**src/rtl/strap_suspend_pin.sv**
```systemverilog
module strap_suspend_pin #(
  parameter int SAMPLE_CYCLES = 2000,
  parameter int OUTPUT_CYCLES = 5000000
) (
  input  logic clk,
  input  logic rst_n,
  input  logic pin_in,
  input  logic suspend_req,
  output logic pin_out,
  output logic pin_oe,
  output logic gang_mode,
  output logic mode_valid
);

  localparam int CW = $clog2(OUTPUT_CYCLES + 1);
  localparam logic [CW-1:0] SAMPLE_AT = CW'(SAMPLE_CYCLES - 1);
  localparam logic [CW-1:0] TURN_AT   = CW'(OUTPUT_CYCLES - 1);
  localparam logic [CW-1:0] CNT_TOP   = CW'(OUTPUT_CYCLES);

  logic [CW-1:0] age;
  logic [1:0]    sync_q;

  always_ff @(posedge clk or negedge rst_n) begin
    if (!rst_n) sync_q <= 2'b00;
    else        sync_q <= {sync_q[0], pin_in};
  end

  always_ff @(posedge clk or negedge rst_n) begin
    if (!rst_n)              age <= '0;
    else if (age != CNT_TOP) age <= age + 1'b1;
  end

  always_ff @(posedge clk or negedge rst_n) begin
    if (!rst_n) begin
      gang_mode  <= 1'b0;
      mode_valid <= 1'b0;
    end else if (!mode_valid && age == SAMPLE_AT) begin
      gang_mode  <= sync_q[1];
      mode_valid <= 1'b1;
    end
  end

  always_ff @(posedge clk or negedge rst_n) begin
    if (!rst_n)             pin_oe <= 1'b0;
    else if (age == TURN_AT) pin_oe <= 1'b1;
  end

  assign pin_out = pin_oe & (suspend_req ^ ~gang_mode);

endmodule

```
**config.mk**
```make
export PLATFORM = sky130hd
export DESIGN_NAME = strap_suspend_pin
export DESIGN_NICKNAME = d
export VERILOG_FILES = /design/src/rtl/strap_suspend_pin.sv
export SDC_FILE = /design/constraint.sdc
export NUM_CORES = 1
export LEC_CHECK = 0
export ABC_CLOCK_PERIOD_IN_PS = 2420
export BUFFER_PORTS_ARGS = -buffer_cell sky130_fd_sc_hd__buf_2
export CAP_MARGIN = 0
export CORE_UTILIZATION = 55
export CTS_BUF_LIST = sky130_fd_sc_hd__clkbuf_4 sky130_fd_sc_hd__clkbuf_8
export DETAILED_ROUTE_END_ITERATION = 12
export HOLD_SLACK_MARGIN = 0.12
export PLACE_DENSITY = 0.73
export SYNTH_ARGS = -nofsm -noshare
export SYNTH_HDL_FRONTEND = slang
export SYNTH_SLANG_ARGS = --single-unit
export TNS_END_PERCENT = 10
```
**constraint.sdc**
```tcl
create_clock -name clk -period 2.42 [get_ports clk]
set_input_delay 0.605 -clock clk [delete_from_list [all_inputs] [get_ports clk]]
set_output_delay 0.605 -clock clk [all_outputs]
set_load 0.02 [all_outputs]
```
==> results of run 1 <==
## state kept, by name (all words and copies together) (netlist names)
| register | count |
|---|---|
| age | 23 |
| sync_q | 2 |
| gang_mode | 1 |
| mode_valid | 1 |
| pin_oe | 1 |
## cell type report
type / count / area, sq um
well taps: 28 / 35.0
clock buffers: 3 / 22.5
multi-input cells: 81 / 563
repair buffers: 8 / 42.5
inverters: 5 / 18.8
flip-flops and latches: 28 / 701
fillers: 193 / 830
## kinds of logic (layout without fill, tap and decap cells)
logic type | after synthesis | count (layout) | synth area share
flops | 28 | 28 | 0.545
simple gates | 53 | 53 | 0.241
fa+ha+maj | 2 | 2 | 0.0195
buf+inv | 6 | 16 | 0.0175
compound gates | 2 | 2 | 0.00973
xor+xnor | 22 | 22 | 0.150
mux | 2 | 2 | 0.0175
## cell usage after synthesis
cell type and number:
nor4bb_1 1, nand4_1 9, mux2_1 2, and4_1 1, clkbuf_1 1, nand3_2 1
inv_1 5, xnor2_1 16, or3b_1 1, nor3_2 1, nor2_1 8, nand2_1 9
or2_1 1, and3_1 3, ha_1 2, o21ai_1 1, xor2_1 6, nor3_1 3
dfrtp_1 28, nand3_1 7, nor4_1 3, nand2b_1 2, nor4_4 1, or4_1 2
o31ai_1 1
## how the worst min path moves through the flow
stage,startpoint,endpoint,slack [ns],cells after the start
final,rst_n,sync_q[1]$_DFF_PN0_,0.26,1
after global routing,rst_n,sync_q[1]$_DFF_PN0_,0.30,1
after CTS,rst_n,sync_q[1]$_DFF_PN0_,0.28,1
after detailed placement,sync_q[0]$_DFF_PN0_,sync_q[1]$_DFF_PN0_,0.34,0
after global placement,sync_q[0]$_DFF_PN0_,sync_q[1]$_DFF_PN0_,0.33,0
after floorplan,rst_n,age[0]$_DFFE_PN0P_,0.31,0
## metrics by stage
stage	util	hold WS [ns]	instances	power [mW]	cell area (sq um)
CTS	0.625	0.282	153	0.675	1380
global route	0.625	0.301	153	0.693	1380
global placement	0.615	0.334	150	0.491	1360
finish	0.625	0.263	153	0.672	1380
floorplan	-	0.309	115	0.479	1290
detailed placement	0.615	0.344	150	0.491	1360
## metal layers
layer | track usage | vias to the layer above
met4 | 0.0833 | 0
met5 | 0 | -
li1 | - | 423
met3 | 0.0273 | 2
met1 | 0.277 | 421
met2 | 0.347 | 21
## power by group through the flow
stage / combinational [mW] / clock [mW] / sequential, mW
after floorplan: 0.000565 / 0 / 0.479
after global placement: 0.0118 / 0 / 0.479
after detailed placement: 0.0124 / 0 / 0.479
after CTS: 0.0123 / 0.192 / 0.470
after global routing: 0.0137 / 0.209 / 0.471
final: 0.0115 / 0.190 / 0.470
==> metrics.md, run 1 <==
| Metric | Value |
|---|---|
| Worst-Skew Late Latency | about 0.32 ns |
| Top Metal Used | met4 |
| Top delay family on crit path | simple AND/OR/NAND/NOR gates |
| Syn Nets | around 120 |
| TritonCTS buffer count | 3 |
| Mapped Area | 0.00129 sq mm |
| Net Sw Frac | 0.211 |
| Register area share after synthesis | 0.545 |
| Ant. Diodes | 0 |
| TritonCTS clock tree | built |
| Yosys warnings | 0 |
| Pre-CTS WS | 0.422 ns |
| Crit-path most repeated cell | or4_1 |
| Layout Skew | 0.00457 ns |
| Die height | 50.4 um |
| CP Buf/Inv Count | 0 |
| Final worst slack | a little over 0.4 ns |
| Reg-to-Reg Start | age[14]$_DFFE_PN0P_ |
| Antenna violations before repair | 0 |
| Vias in the first global route | around 880 |
| WL final | roughly 2.2 mm |
| Row count | 17 |
| Post-cts gate resize count | 0 |
| RSZ-0062 raised after global routing | no |
| Internal power | 0.530 mW |
| Worst reg2reg path depth | 4 |
| Maximum VDD drop | 342 uV |
| Metal3 WL | between 70 and 80 um |
| Final Cycle Share | 0.833 |
| Core ar. | around 0.0022 sq mm |
| Global-route wire length before repair | 3.95 mm |
| Slew margin rel. | 0.595 |
| Vias | 867 |
| Layout area overhead | 7.49% |
| Pin count of the biggest net entering global routing | 29 |
| RR Endpoint | gang_mode$_DFFE_PN0P_ |
| Most common cell after layout, fill and taps aside | dfrtp_1 |
| Pre-Repair DR Iteration Count | 4 |
| CP cell instances | or4_1, or4_1, nor3_2, mux2_1 |
| Drt wl/cell | 14.7 um |
| DIE AREA | between 0.002 and 0.003 sq mm |
| Pwr/cell area | 486 mW/mm^2 |
| # port buffers | 7 |
| DRT met1 WL | 1.05 mm |
| Max Buffers Root-to-Sink | 2 |
| Fin. max-slew vios | 0 |
| Crit-path slowest cell | or4_1 |
| Nets | 133 |
| Max Cap Viol | 0 |
| Worst setup endpoint | gang_mode$_DFFE_PN0P_ |
| WP data required | 2.65 ns |
| Yosys cell types | 25 |
| Overflow after GRT | 0 |
| FMAX | 496 MHz |
| Cells after synthesis | 115 |
| Starting Density | 0.581 |
| Gate power share | 0.017 |
| Most frequent cells in the layout | 28 x dfrtp_1, 16 x xnor2_1, 9 x nand4_1, 9 x nand2_1, 8 x nor2_1 |
| Status | finished clean |
| Flop-to-flop setup slack | 0.40 ns |
| Leakage | 0.622 nW |
| Sequential Power Share | 0.700 |
| Area contributors post-synth | dfrtp_1 54%, xnor2_1 11%, nand4_1 4.4%, xor2_1 4.1%, nand3_1 2.7% |
| Setup violations, final | 0 |
| Dpl hpwl | 1.72 mm |
| IO Pins | 8 |
| Share of post-route cells with drive strength above 1 | 0.112 |
| Setup bufs post-CTS | 0 |
| Cts-stage hold buffer count | 0 |
| CP Capture Type | flip-flop |
| Worst-margin pin slew | between 0.6 and 0.7 ns |
| Setup TNS | 0 ns |
| CP startpoint | age[14]$_DFFE_PN0P_ |
| GPL Wtd Cong | 0.823 |
| Crit path launch type | flip-flop |
| Syn_area_per_cell | 11.2 sq um |
| Met2 wire len | 1.09 mm |
| Clock group share of total power | 0.283 |
| Period minus WS final | a little over 2 ns |
| Worst Path Class, Setup | reg -> reg |
| Switch Pwr | between 0.1 and 0.15 mW |
| Crit. path cell count | 4 |
| Hold Fails Final Rpt | 0 |
| Post-synth top area cell | dfrtp_1 |
| Root Buffer | clkbuf_4 |
| Starting DRT DRC Count | 14 |
| GRT Resource Usage Total | 0.209 |
| Worst-path clk slew | 0.14 ns |
| Clock sink total | 28 |
| Die extent in x | 50.4 um |
| Drt drc | 0 |
| Max FO, Critical Path | 5 |
| Slowest stage delay, CP | 0.52 ns |
| Synth top area share | 0.545 |
| Worst Hold Class | in -> async |
| Final ANT Viol Nets | 0 |
| H-tree depth | 1 |
| Worst path arrival time | 2.24 ns |
| Flops & latches, synth | 28 |
| Via-per-instance ratio | 5.67 |
No activity file was read; power rests on OpenSTA's default activity.
==> run 2: changes to the inputs <==
- ABC_AREA: default -> 1
- ABC_CLOCK_PERIOD_IN_PS: 2420 -> 1800
- PLACE_DENSITY: 0.73 -> 0.76
- clock period: 2.42 -> 1.8 ns (I/O delays scaled with it)
==> run 2 against run 1 <==
Effect of this change: the flow now finishes with violations (design-rule violations); clock power rose by 31%; combinational power rose by 34%; sequential share of layout area fell by 8.9 points; first-iteration DRC count rose to 6.1 times the previous value.
==> metrics.md, run 2 <==
| Metric | Value |
|---|---|
| Most frequent cell after synthesis | nand2_1 |
| Worst Hold Class | in -> async |
| Top cells by count, synth | 68 x nand2_1, 39 x nor2_1, 28 x dfrtp_1 |
| Pre-CTS WS | 0.379 ns (-0.0431 ns) |
| Most frequent cells in the layout | 68 x nand2_1, 39 x nor2_1, 28 x dfrtp_1, 15 x inv_1, 15 x nand3_1 |
| Starting Density | 0.577 (-0.00477) |
| Leakage | 0.799 nW (+29%) |
| Setup bufs post-CTS | 0 (unchanged) |
| Flops & latches, synth | 28 (unchanged) |
| Final Cycle Share | 0.901 |
| Gate power share | 0.017 (about the same) |
| Die height | 55.8 um (+11%) |
| Non-Filler Instances | 248 (+62%) |
| Biggest regs | age: 23 flops, sync_q: 2 flops |
| Top FF cell, synth | dfrtp_1 |
| Switch Pwr | 0.184 mW (+30%) |
| Most common cell after layout, fill and taps aside | nand2_1 |
| Top Metal Used | met4 |
| RSZ-0062 raised after global routing | no |
| GPL Wtd Cong | 0.868 (+5.5%) |
| Status | finished, violations left |
| Global-route wire length before repair | 5.57 mm (+41%) |
| Internal power | 0.713 mW (+34%) |
| TritonCTS clock tree | built |
| CP Capture Type | output pin |
| Max Buffers Root-to-Sink | 2 (unchanged) |
| Share of post-route cells with drive strength above 1 | 0.143 (+0.0309) |
| Ant. Diodes | 0 (unchanged) |
| Mapped Area | 0.00159 sq mm (+24%) |
| Worst-margin pin slew | 0.613 ns (+0.00550 ns) |
| Cells after synthesis | 208 (+81%) |
| Post-synth EDFFs | 0 (unchanged) |
| Largest register FFs | 23 (unchanged) |
| Dpl hpwl | 2.40 mm (+40%) |
| Worst Path Class, Setup | reg -> out |
| Placed instance area | 0.00166 sq mm (+22%) |
| Final ANT Viol Nets | 0 (unchanged) |
| Drt drc | 2 (+2) |
| Die extent in x | 55.8 um (+11%) |
| Vias | 1,284 (+48%) |
| Overflow after GRT | 0 (unchanged) |
| Metal3 WL | 124 um (+68%) |
| Period minus WS final | 1.62 ns |
| Register area share after synthesis | 0.441 (-0.104) |
| WP data required | 1.35 ns (-1.30 ns) |
| Setup violations, final | 0 (unchanged) |
| Reg area | 701 sq um (unchanged) |
| Area contributors post-synth | dfrtp_1 44%, nand2_1 16%, nor2_1 9.2%, nand3_1 4.7%, xnor2_1 3.9% |
| Layout area overhead | 5.59% |
| FMAX | around 620 MHz |
| Vias in the first global route | 1,266 (+45%) |
| Clock sink total | 28 (unchanged) |
| Violated checks | design-rule violations |
| CP startpoint | gang_mode$_DFFE_PN0P_ |
| Pin count of the biggest net entering global routing | 29 (unchanged) |
| Reg with most FFs | age |
| DIE AREA | 0.00311 sq mm (+23%) |
| Syn Nets | 214 (+77%) |
| IO Pins | 8 (unchanged) |
| Via-per-instance ratio | 5.18 (-8.6%) |
| Worst-path clk slew | 0.14 ns (about the same) |
| Post-route cell area | 0.00168 sq mm (+21%) |
| Layout Skew | 0.00266 ns (-0.00191 ns) |
| Dpl cells | 245 (+63%) |
| WL final | 3.02 mm (+34%) |
| Crit path launch type | flip-flop |
| DRT met1 WL | 1.40 mm (+33%) |
| Maximum VDD drop | 455 uV (+33%) |
| Reg-to-Reg Start | age[0]$_DFFE_PN0P_ |
| Asr flop ratio synth | 1.00 (unchanged) |
| Fill count | 242 (+25%) |
| Slew margin rel. | 0.591 (-0.00367) |
| Met2 wire len | 1.45 mm (+32%) |
| Worst-Skew Late Latency | 0.32 ns (about the same) |
| Yosys warnings | 0 (unchanged) |
| Multi-input gate area | 806 sq um (+43%) |
| Starting DRT DRC Count | 86 (+72) |
| TritonCTS buffer count | 3 (unchanged) |
| Core ar. | 0.00276 sq mm (+25%) |
| Fin. max-slew vios | 0 (unchanged) |
| Hold Fails Final Rpt | 0 (unchanged) |
| Setup TNS | 0 ns (unchanged) |
| Yosys cell types | 20 (-20%) |
| Clock group share of total power | 0.278 (-0.005) |
| Pwr/cell area | 534 mW/mm^2 (+9.9%) |
| Syn_area_per_cell | 7.65 sq um (-32%) |
| Row count | 19 (+2) |
| Drt wl/cell | 12.2 um (-17%) |
| Final hold slack | 0.119 ns (-0.145 ns) |
| Max FO, Critical Path | 3 (-2) |
| Max Cap Viol | 0 (unchanged) |
| Post-synth top area cell | dfrtp_1 |
| Sequential Power Share | 0.705 (+0.005) |
| # port buffers | 7 (unchanged) |
| Cts-stage hold buffer count | 0 (unchanged) |
| H-tree depth | 1 (unchanged) |
| Worst path arrival time | 1.17 ns (-1.07 ns) |
| Root Buffer | clkbuf_4 |
| Pre-Repair DR Iteration Count | 8 (+4) |
| Post-cts gate resize count | 0 (unchanged) |
| GRT Resource Usage Total | 0.228 (+0.0188) |
| Final worst slack | 0.178 ns (-0.226 ns) |
| Antenna violations before repair | 0 (unchanged) |
| Net Sw Frac | 0.205 (-0.00594) |
| Synth top area share | 0.441 (-0.104) |
| Nets | 225 (+69%) |
-- run 2: path summary, 6_finish.rpt --
kind                                         end  slack (ns)  depth (start not counted)
max reg2reg                gang_mode$_DFFE_PN0P_        0.34                          6
max in group asynchronous     age[6]$_DFFE_PN0P_        1.29                          1
min in group clk             sync_q[0]$_DFF_PN0_        0.23                          1
max                                      pin_out        0.18                          3
min reg2reg                  sync_q[1]$_DFF_PN0_        0.37                          0
min                          age[20]$_DFFE_PN0P_        0.12                          1
-- run 2: through the flow --
step                power, mW   util
CTS                     0.908  0.609
global placement        0.660  0.601
detailed placement      0.660  0.601
global route            0.926  0.609
finish                  0.896  0.609
floorplan               0.645      -
-- run 2: layout make-up --
cell class / count / share of cell area
clock buffer: 3 / 0.0134
multi-input combinational: 160 / 0.480
sequential: 28 / 0.417
inverter: 19 / 0.0455
tap: 31 / 0.0231
timing repair buffer: 7 / 0.0209
-- run 2: cell families (layout without fill, tap and decap cells) --
logic type	Yosys count	in the layout	share of synthesized area
flip-flops	28	28	0.441
AND/OR/NAND/NOR	143	143	0.404
XOR/XNOR	15	15	0.0873
adder cells (fa/ha/maj)	2	2	0.0157
buffers and inverters	20	29	0.0527
-- run 2: routing by layer --
layer / vias to the layer above / global-route usage
met1: 610 / 0.314
met4: 0 / 0.0750
met2: 19 / 0.380
met3: 5 / 0.0209
li1: 650 / -
met5: - / 0
-- run 2: power groups by stage --
| stage | registers, mW | clock network, mW | logic, mW |
|---|---|---|---|
| 2_1_floorplan | 0.644 | 0 | 0.000741 |
| 3_3_place_gp | 0.644 | 0 | 0.0162 |
| 3_5_place_dp | 0.644 | 0 | 0.0165 |
| 4_1_cts | 0.632 | 0.260 | 0.0164 |
| 5_1_grt | 0.633 | 0.275 | 0.0185 |
| 6_report | 0.632 | 0.249 | 0.0154 |
-- run 2: critical path: stages, from the launching register on --
cell,delay [ns]
dfrtp_1,0.43
xor2_1,0.15
nor2_1,0.09
buf_2,0.17
